### src/rtl/ddr_deser_pkg.sv
`timescale 1ns/1ps
package ddr_deser_pkg;
  localparam int DFLT_SAMPLE_W = 12;
  localparam int DFLT_LANE_N   = 2;
  localparam int DDR_PHASES    = 2;

  typedef enum logic {
    PH_RISE = 1'b0,
    PH_FALL = 1'b1
  } ddr_phase_e;

  function automatic int cnt_width(input int slots);
    return $clog2(slots + 1);
  endfunction
endpackage

### src/rtl/ddr_capture.sv
`timescale 1ns/1ps
module ddr_capture #(
  parameter int W = 3
) (
  input  logic         clk,
  input  logic         rst,
  input  logic [W-1:0] d,
  output logic [W-1:0] rise_q,
  output logic [W-1:0] fall_q
);
  always_ff @(posedge clk) begin
    if (rst) rise_q <= '0;
    else     rise_q <= d;
  end

  always_ff @(negedge clk) begin
    if (rst) fall_q <= '0;
    else     fall_q <= d;
  end
endmodule

### src/rtl/ddr_slot_step.sv
`timescale 1ns/1ps
module ddr_slot_step #(
  parameter int LANE_N = 2,
  parameter int SLOTS  = 6,
  parameter int CW     = 3
) (
  input  logic [CW-1:0]           cnt_i,
  input  logic                    pf_i,
  input  logic [LANE_N*SLOTS-1:0] sh_i,
  input  logic [LANE_N-1:0]       bit_i,
  input  logic                    fr_i,
  output logic [CW-1:0]           cnt_o,
  output logic                    pf_o,
  output logic [LANE_N*SLOTS-1:0] sh_o,
  output logic                    emit_o,
  output logic                    err_o
);
  logic                    start;
  logic                    busy;
  logic [CW-1:0]           cnt_adv;
  logic [LANE_N*SLOTS-1:0] sh_shift;

  assign start = fr_i & ~pf_i;
  assign busy  = (cnt_i != '0);

  // newest bit enters at the bottom; the first bit of a sample ends at the top
  for (genvar l = 0; l < LANE_N; l++) begin : g_lane
    assign sh_shift[l*SLOTS +: SLOTS] = {sh_i[l*SLOTS +: SLOTS-1], bit_i[l]};
  end

  always_comb begin
    cnt_adv = cnt_i;
    sh_o    = sh_i;
    if (start) begin
      cnt_adv = CW'(1);
      sh_o    = sh_shift;
    end else if (busy) begin
      cnt_adv = cnt_i + 1'b1;
      sh_o    = sh_shift;
    end
    emit_o = (cnt_adv == CW'(SLOTS));
    cnt_o  = emit_o ? '0 : cnt_adv;
  end

  assign err_o = start & busy;
  assign pf_o  = fr_i;
endmodule

### src/rtl/ddr_word_pack.sv
`timescale 1ns/1ps
module ddr_word_pack #(
  parameter int LANE_N = 2,
  parameter int SLOTS  = 6
) (
  input  logic [LANE_N*SLOTS-1:0] sh_i,
  output logic [LANE_N*SLOTS-1:0] word_o
);
  // lane l holds weights congruent to LANE_N-1-l; shift position s is weight group s
  for (genvar l = 0; l < LANE_N; l++) begin : g_lane
    for (genvar s = 0; s < SLOTS; s++) begin : g_slot
      assign word_o[s*LANE_N + (LANE_N-1-l)] = sh_i[l*SLOTS + s];
    end
  end
endmodule

### src/rtl/ddr_sample_deser.sv
`timescale 1ns/1ps
module ddr_sample_deser
  import ddr_deser_pkg::*;
#(
  parameter int SAMPLE_W = DFLT_SAMPLE_W,
  parameter int LANE_N   = DFLT_LANE_N
) (
  input  logic                clk_bit,
  input  logic                rst,
  input  logic [LANE_N-1:0]   lane_i,
  input  logic                frame_i,
  output logic [SAMPLE_W-1:0] word_o,
  output logic                valid_o,
  output logic                align_err_o
);
  localparam int SLOTS = SAMPLE_W / LANE_N;
  localparam int CW    = cnt_width(SLOTS);
  localparam int CAP_W = LANE_N + 1;
  localparam int SH_W  = LANE_N * SLOTS;

  logic [CAP_W-1:0] rise_q, fall_q;
  logic [CAP_W-1:0] slot_in [DDR_PHASES];

  logic [CW-1:0]   cnt_q;
  logic            pf_q;
  logic [SH_W-1:0] sh_q;

  logic [CW-1:0]   cnt_c [DDR_PHASES+1];
  logic            pf_c  [DDR_PHASES+1];
  logic [SH_W-1:0] sh_c  [DDR_PHASES+1];
  logic [DDR_PHASES-1:0] emit_v, err_v;

  logic [SH_W-1:0]     sel_sh;
  logic [SAMPLE_W-1:0] packed_w;

  ddr_capture #(.W(CAP_W)) u_cap (
    .clk    (clk_bit),
    .rst    (rst),
    .d      ({frame_i, lane_i}),
    .rise_q (rise_q),
    .fall_q (fall_q)
  );

  // rise_q still holds the earlier rising-edge slot; fall_q the slot after it
  assign slot_in[PH_RISE] = rise_q;
  assign slot_in[PH_FALL] = fall_q;

  assign cnt_c[0] = cnt_q;
  assign pf_c[0]  = pf_q;
  assign sh_c[0]  = sh_q;

  for (genvar p = 0; p < DDR_PHASES; p++) begin : g_phase
    ddr_slot_step #(.LANE_N(LANE_N), .SLOTS(SLOTS), .CW(CW)) u_step (
      .cnt_i  (cnt_c[p]),
      .pf_i   (pf_c[p]),
      .sh_i   (sh_c[p]),
      .bit_i  (slot_in[p][LANE_N-1:0]),
      .fr_i   (slot_in[p][LANE_N]),
      .cnt_o  (cnt_c[p+1]),
      .pf_o   (pf_c[p+1]),
      .sh_o   (sh_c[p+1]),
      .emit_o (emit_v[p]),
      .err_o  (err_v[p])
    );
  end

  always_comb begin
    sel_sh = '0;
    for (int p = 0; p < DDR_PHASES; p++) begin
      if (emit_v[p]) sel_sh = sh_c[p+1];
    end
  end

  ddr_word_pack #(.LANE_N(LANE_N), .SLOTS(SLOTS)) u_pack (
    .sh_i   (sel_sh),
    .word_o (packed_w)
  );

  always_ff @(posedge clk_bit) begin
    if (rst) begin
      cnt_q       <= '0;
      pf_q        <= 1'b0;
      sh_q        <= '0;
      valid_o     <= 1'b0;
      word_o      <= '0;
      align_err_o <= 1'b0;
    end else begin
      cnt_q   <= cnt_c[DDR_PHASES];
      pf_q    <= pf_c[DDR_PHASES];
      sh_q    <= sh_c[DDR_PHASES];
      valid_o <= |emit_v;
      if (|emit_v) word_o <= packed_w;
      if (|err_v)  align_err_o <= 1'b1;
    end
  end
endmodule

### config.mk
export PLATFORM = sky130hd
export DESIGN_NAME = ddr_sample_deser
export DESIGN_NICKNAME = d
export VERILOG_FILES = /design/src/rtl/ddr_deser_pkg.sv /design/src/rtl/ddr_capture.sv /design/src/rtl/ddr_slot_step.sv /design/src/rtl/ddr_word_pack.sv /design/src/rtl/ddr_sample_deser.sv
export SDC_FILE = /design/constraint.sdc
export NUM_CORES = 1
export LEC_CHECK = 0
export CAP_MARGIN = 20
export CORE_MARGIN = 2
export CORE_UTILIZATION = 55
export DETAILED_ROUTE_END_ITERATION = 10
export GPL_TIMING_DRIVEN = 0
export PLACE_DENSITY = 0.76
export SYNTH_ARGS = -nofsm -noshare
export SYNTH_HDL_FRONTEND = slang
export SYNTH_SLANG_ARGS = --single-unit
export TNS_END_PERCENT = 20
### constraint.sdc
create_clock -name clk_bit -period 3.8 [get_ports clk_bit]
set_input_delay 0.38 -clock clk_bit [delete_from_list [all_inputs] [get_ports clk_bit]]
set_output_delay 0.38 -clock clk_bit [all_outputs]
set_load 0.05 [all_outputs]
==> flow_results.xml <==
<?xml version="1.0" encoding="UTF-8"?>
<metrics>
  <group name="run_status">
    <metric name="status" unit="">complete, no violations</metric>
  </group>
  <group name="yosys">
    <metric name="asyncSetResetFlopFracSynth" unit="%">0</metric>
    <metric name="synth_common_cells" unit="">36 x sky130_fd_sc_hd__dfxtp_1, 17 x sky130_fd_sc_hd__nor2_1, 12 x sky130_fd_sc_hd__mux2_2, 12 x sky130_fd_sc_hd__o221ai_1, 12 x sky130_fd_sc_hd__o22ai_1</metric>
    <metric name="ys.flop_type" unit="">sky130_fd_sc_hd__dfxtp_1</metric>
    <metric name="syn-cell-area" unit="um^2">1692</metric>
    <metric name="area_share_of_and_or_nand_nor_cells_after_synthesis" unit="%">15.53</metric>
    <metric name="multiplexer_area_fraction_after_synthesis" unit="%">14.20</metric>
    <metric name="syn-instance-count" unit="">174</metric>
    <metric name="synth_top_cells_by_area" unit="">sky130_fd_sc_hd__dfxtp_1 43%, sky130_fd_sc_hd__mux2_2 8.0%, sky130_fd_sc_hd__o221ai_1 6.2%, sky130_fd_sc_hd__mux2i_1 5.3%, sky130_fd_sc_hd__o22ai_1 4.4%</metric>
    <metric name="synth.net_count" unit="">183</metric>
    <metric name="yosysSeqAreaShare" unit="%">42.60</metric>
    <metric name="complex_gate_fraction_of_the_synthesized_area" unit="%">18.57</metric>
    <metric name="synth_most_common_cell" unit="">sky130_fd_sc_hd__dfxtp_1</metric>
    <metric name="most_area_hungry_cell_type_in_the_yosys_netlist" unit="">sky130_fd_sc_hd__dfxtp_1</metric>
    <metric name="synth-adder-area-share" unit="%">2.959</metric>
    <metric name="synth_top_cell_area_share" unit="%">42.60</metric>
    <metric name="total_of_flip_flops_plus_latches_after_synthesis" unit="">36</metric>
    <metric name="largest_family_of_logic_cells_by_synthesized_area" unit="">compound AO/OA/AOI/OAI gates</metric>
    <metric name="synth-warning-count" unit="">0</metric>
    <metric name="ys_types" unit="">32</metric>
    <metric name="share_of_the_synthesized_netlist_area_taken_by_xor_and_xnor_gates" unit="%">1.036</metric>
    <metric name="synth.avg_cell_area" unit="um^2">9.722</metric>
    <metric name="synth_edf_count" unit="">0</metric>
  </group>
  <group name="timing">
    <metric name="report.final.hold_viol_count" unit="">0</metric>
    <metric name="finClkSkew" unit="ns">0.05247</metric>
    <metric name="timing_max_transition_violations_final" unit="">0</metric>
    <metric name="fin_tns_setup" unit="ns">0</metric>
    <metric name="slew-limit-headroom" unit="%">62.47</metric>
    <metric name="setup-violations-final" unit="">0</metric>
    <metric name="tightest_slew" unit="ns">0.5629</metric>
    <metric name="layout_setup_ws" unit="ns">0.2388</metric>
    <metric name="rsz_0062_raised_after_global_routing" unit="">false</metric>
  </group>
  <group name="placement">
    <metric name="port_buffers" unit="">17</metric>
    <metric name="routabilityCongestion" unit="">0.8564</metric>
    <metric name="place_worst_setup_slack" unit="ns">0.2829</metric>
    <metric name="dp_hpwl" unit="mm">2.662</metric>
  </group>
  <group name="clocking">
    <metric name="clock_buffers_created_by_tritoncts" unit="">5</metric>
    <metric name="cts_repair_resize_count" unit="">0</metric>
    <metric name="tritoncts_num_sinks" unit="">36</metric>
    <metric name="hold_buffers" unit="">0</metric>
    <metric name="cts.reportedPaths.clkPinSlew" unit="ns">0.11</metric>
    <metric name="clockBufferDepth" unit="">2</metric>
    <metric name="cts_tree" unit="">done</metric>
    <metric name="post-cts-setup-buffer-count" unit="">0</metric>
    <metric name="ctsHtreeMaxLevel" unit="">2</metric>
    <metric name="cts-root-buf" unit="">sky130_fd_sc_hd__clkbuf_4</metric>
    <metric name="clock_latency" unit="ns">0.39</metric>
  </group>
  <group name="floorplan">
    <metric name="die_height" unit="um">59.46</metric>
    <metric name="die_w" unit="um">59.46</metric>
    <metric name="rows" unit="">20</metric>
    <metric name="die_area" unit="um^2">3535</metric>
    <metric name="floorplan.initialDensity" unit="%">56.81</metric>
    <metric name="ios" unit="">19</metric>
    <metric name="core_region_area" unit="um^2">2978</metric>
  </group>
  <group name="global_routing">
    <metric name="grt-ovfl-total" unit="">0</metric>
    <metric name="grt_first_pass_wirelength" unit="mm">6.451</metric>
    <metric name="grt_max_degree" unit="">12</metric>
    <metric name="antenna_found_initial" unit="">0</metric>
    <metric name="gr-usage-all-layers" unit="%">24.63</metric>
    <metric name="first_global_vias" unit="">1406</metric>
  </group>
  <group name="routing">
    <metric name="detail_route.wl_per_cell" unit="um">16.97</metric>
    <metric name="ant_nets" unit="">0</metric>
    <metric name="detail_route.vias_per_cell" unit="">6.081</metric>
    <metric name="remaining_drc_errors" unit="">0</metric>
    <metric name="drt_pre_antenna_iters" unit="">4</metric>
    <metric name="drt-initial-drc-count" unit="">66</metric>
    <metric name="routed_wl" unit="mm">3.970</metric>
    <metric name="route.vias.total" unit="">1423</metric>
  </group>
  <group name="layout">
    <metric name="num-nets-final" unit="">209</metric>
    <metric name="num-fill-cells" unit="">266</metric>
    <metric name="synthToLayoutAreaGrowth" unit="%">15.98</metric>
    <metric name="finish.utilization" unit="%">65.88</metric>
    <metric name="post_route_cells_drive_above_1_share" unit="%">14.43</metric>
    <metric name="area_of_combinational_cells_with_multiple_inputs" unit="um^2">884.6</metric>
    <metric name="antenna_cells" unit="">0</metric>
    <metric name="register_area" unit="um^2">720.7</metric>
  </group>
  <group name="critical_path">
    <metric name="setup.worst_path.end_class" unit="">register</metric>
    <metric name="path_buf_inv" unit="">1</metric>
    <metric name="critical-path-top-delay-family" unit="">compound AO/OA/AOI/OAI gates</metric>
    <metric name="cp.required" unit="ns">4.06</metric>
    <metric name="critical_path.slowest_cell" unit="">sky130_fd_sc_hd__clkbuf_1</metric>
    <metric name="peak_per_stage_delay_on_the_critical_path" unit="ns">0.44</metric>
    <metric name="data_arrival_time_of_the_critical_path" unit="ns">3.82</metric>
    <metric name="critPathKind" unit="">reg2reg</metric>
    <metric name="crit_path_cell_chain" unit="">nand2b_1, nand2_1, o21bai_2, clkbuf_1, o221ai_1, o22ai_1</metric>
    <metric name="worst_setup_path_start_kind" unit="">register</metric>
    <metric name="crit_path_max_fanout" unit="">10</metric>
  </group>
  <group name="min_path">
    <metric name="hold_path_class" unit="">in2reg</metric>
  </group>
  <group name="pwr">
    <metric name="power.static_leakage" unit="nW">0.8242</metric>
    <metric name="total_power" unit="mW">1.503</metric>
    <metric name="p_per_area" unit="nW/um^2">766.1</metric>
    <metric name="vdd_drop_max" unit="mV">0.4367</metric>
  </group>
  <group name="job">
    <metric name="timing.max_cap.violations" unit="">0</metric>
  </group>
</metrics>
-- flip-flops by register name (all words and copies together), names as in the netlist --
name,count
valid_o,1
pf_q,1
align_err_o,1
u_cap.rise_q,3
word_o,12
sh_q,12
cnt_q,3
u_cap.fall_q,3
-- layout by cell type (no fill, tap or decap), types with 2 or more instances in the layout --
| master | instances |
|---|---|
| sky130_fd_sc_hd__a211oi_1 | 2 |
| sky130_fd_sc_hd__nor2_1 | 17 |
| sky130_fd_sc_hd__clkbuf_1 | 9 |
| sky130_fd_sc_hd__a21oi_1 | 5 |
| sky130_fd_sc_hd__a211o_1 | 5 |
| sky130_fd_sc_hd__ha_1 | 4 |
| sky130_fd_sc_hd__o211ai_1 | 2 |
| sky130_fd_sc_hd__nand2b_1 | 10 |
| sky130_fd_sc_hd__o22ai_1 | 12 |
| sky130_fd_sc_hd__buf_2 | 3 |
| sky130_fd_sc_hd__mux2_2 | 12 |
| sky130_fd_sc_hd__clkdlybuf4s50_1 | 17 |
| sky130_fd_sc_hd__dfxtp_1 | 36 |
| sky130_fd_sc_hd__clkbuf_4 | 5 |
| sky130_fd_sc_hd__nor2b_1 | 8 |
| sky130_fd_sc_hd__mux2i_1 | 9 |
| sky130_fd_sc_hd__inv_1 | 8 |
| sky130_fd_sc_hd__o221ai_1 | 12 |
| sky130_fd_sc_hd__nand2_1 | 4 |
| sky130_fd_sc_hd__and3_1 | 5 |
| sky130_fd_sc_hd__clkinv_2 | 2 |
-- cells by family (layout without fill, tap and decap cells) --
group | Yosys count | after routing
flops | 36 | 36
simple gates | 49 | 49
compound gates | 42 | 42
buf+inv | 19 | 46
mux | 22 | 22
fa+ha+maj | 4 | 4
xor+xnor | 2 | 2
-- layout make-up --
type / instances / area share, %
Timing Repair Buffer: 17 / 8.673
Multi-Input combinational cell: 119 / 45.09
Buffer: 13 / 3.253
Inverter: 5 / 0.9566
Sequential cell: 36 / 36.73
Clock inverter: 5 / 1.084
Tap cell: 33 / 2.105
Clock buffer: 6 / 2.105
-- metal layers --
layer / routed length, um / track usage (%)
met5: 0 / 0
met1: 1780 / 29.39
met2: 1986 / 41.60
met4: 27 / 9.416
met3: 176 / 6.987
-- report_power, final --
part / switching (mW) / internal (mW) / total (mW) / leakage [nW]
combinational: 0.504 / 0.305 / 0.809 / 0.483
clock: 0.136 / 0.0746 / 0.211 / 0.0480
sequential: 0.0410 / 0.442 / 0.483 / 0.294
-- final timing paths --
kind / slack [ns] / to / start / depth (start not counted)
worst max-delay path: 0.24 / word_o[3] / u_cap.fall_q[2] / 6
worst min-delay path: 0.36 / pf_q / rst / 2
worst max register to register: 0.24 / word_o[3] / u_cap.fall_q[2] / 6
worst min register to register: 0.50 / align_err_o / align_err_o / 2
-- metrics by stage --
stage | instance area (um^2) | hold slack [ns] | instances
after global routing | 1962 | 0.3960 | 234
after detailed placement | 1903 | 0.4796 | 224
final | 1962 | 0.3642 | 234
after CTS | 1962 | 0.3663 | 234
after floorplan | 1692 | 0.5371 | 174
after global placement | 1903 | 0.4580 | 224
(Power assumes the default switching activity.)
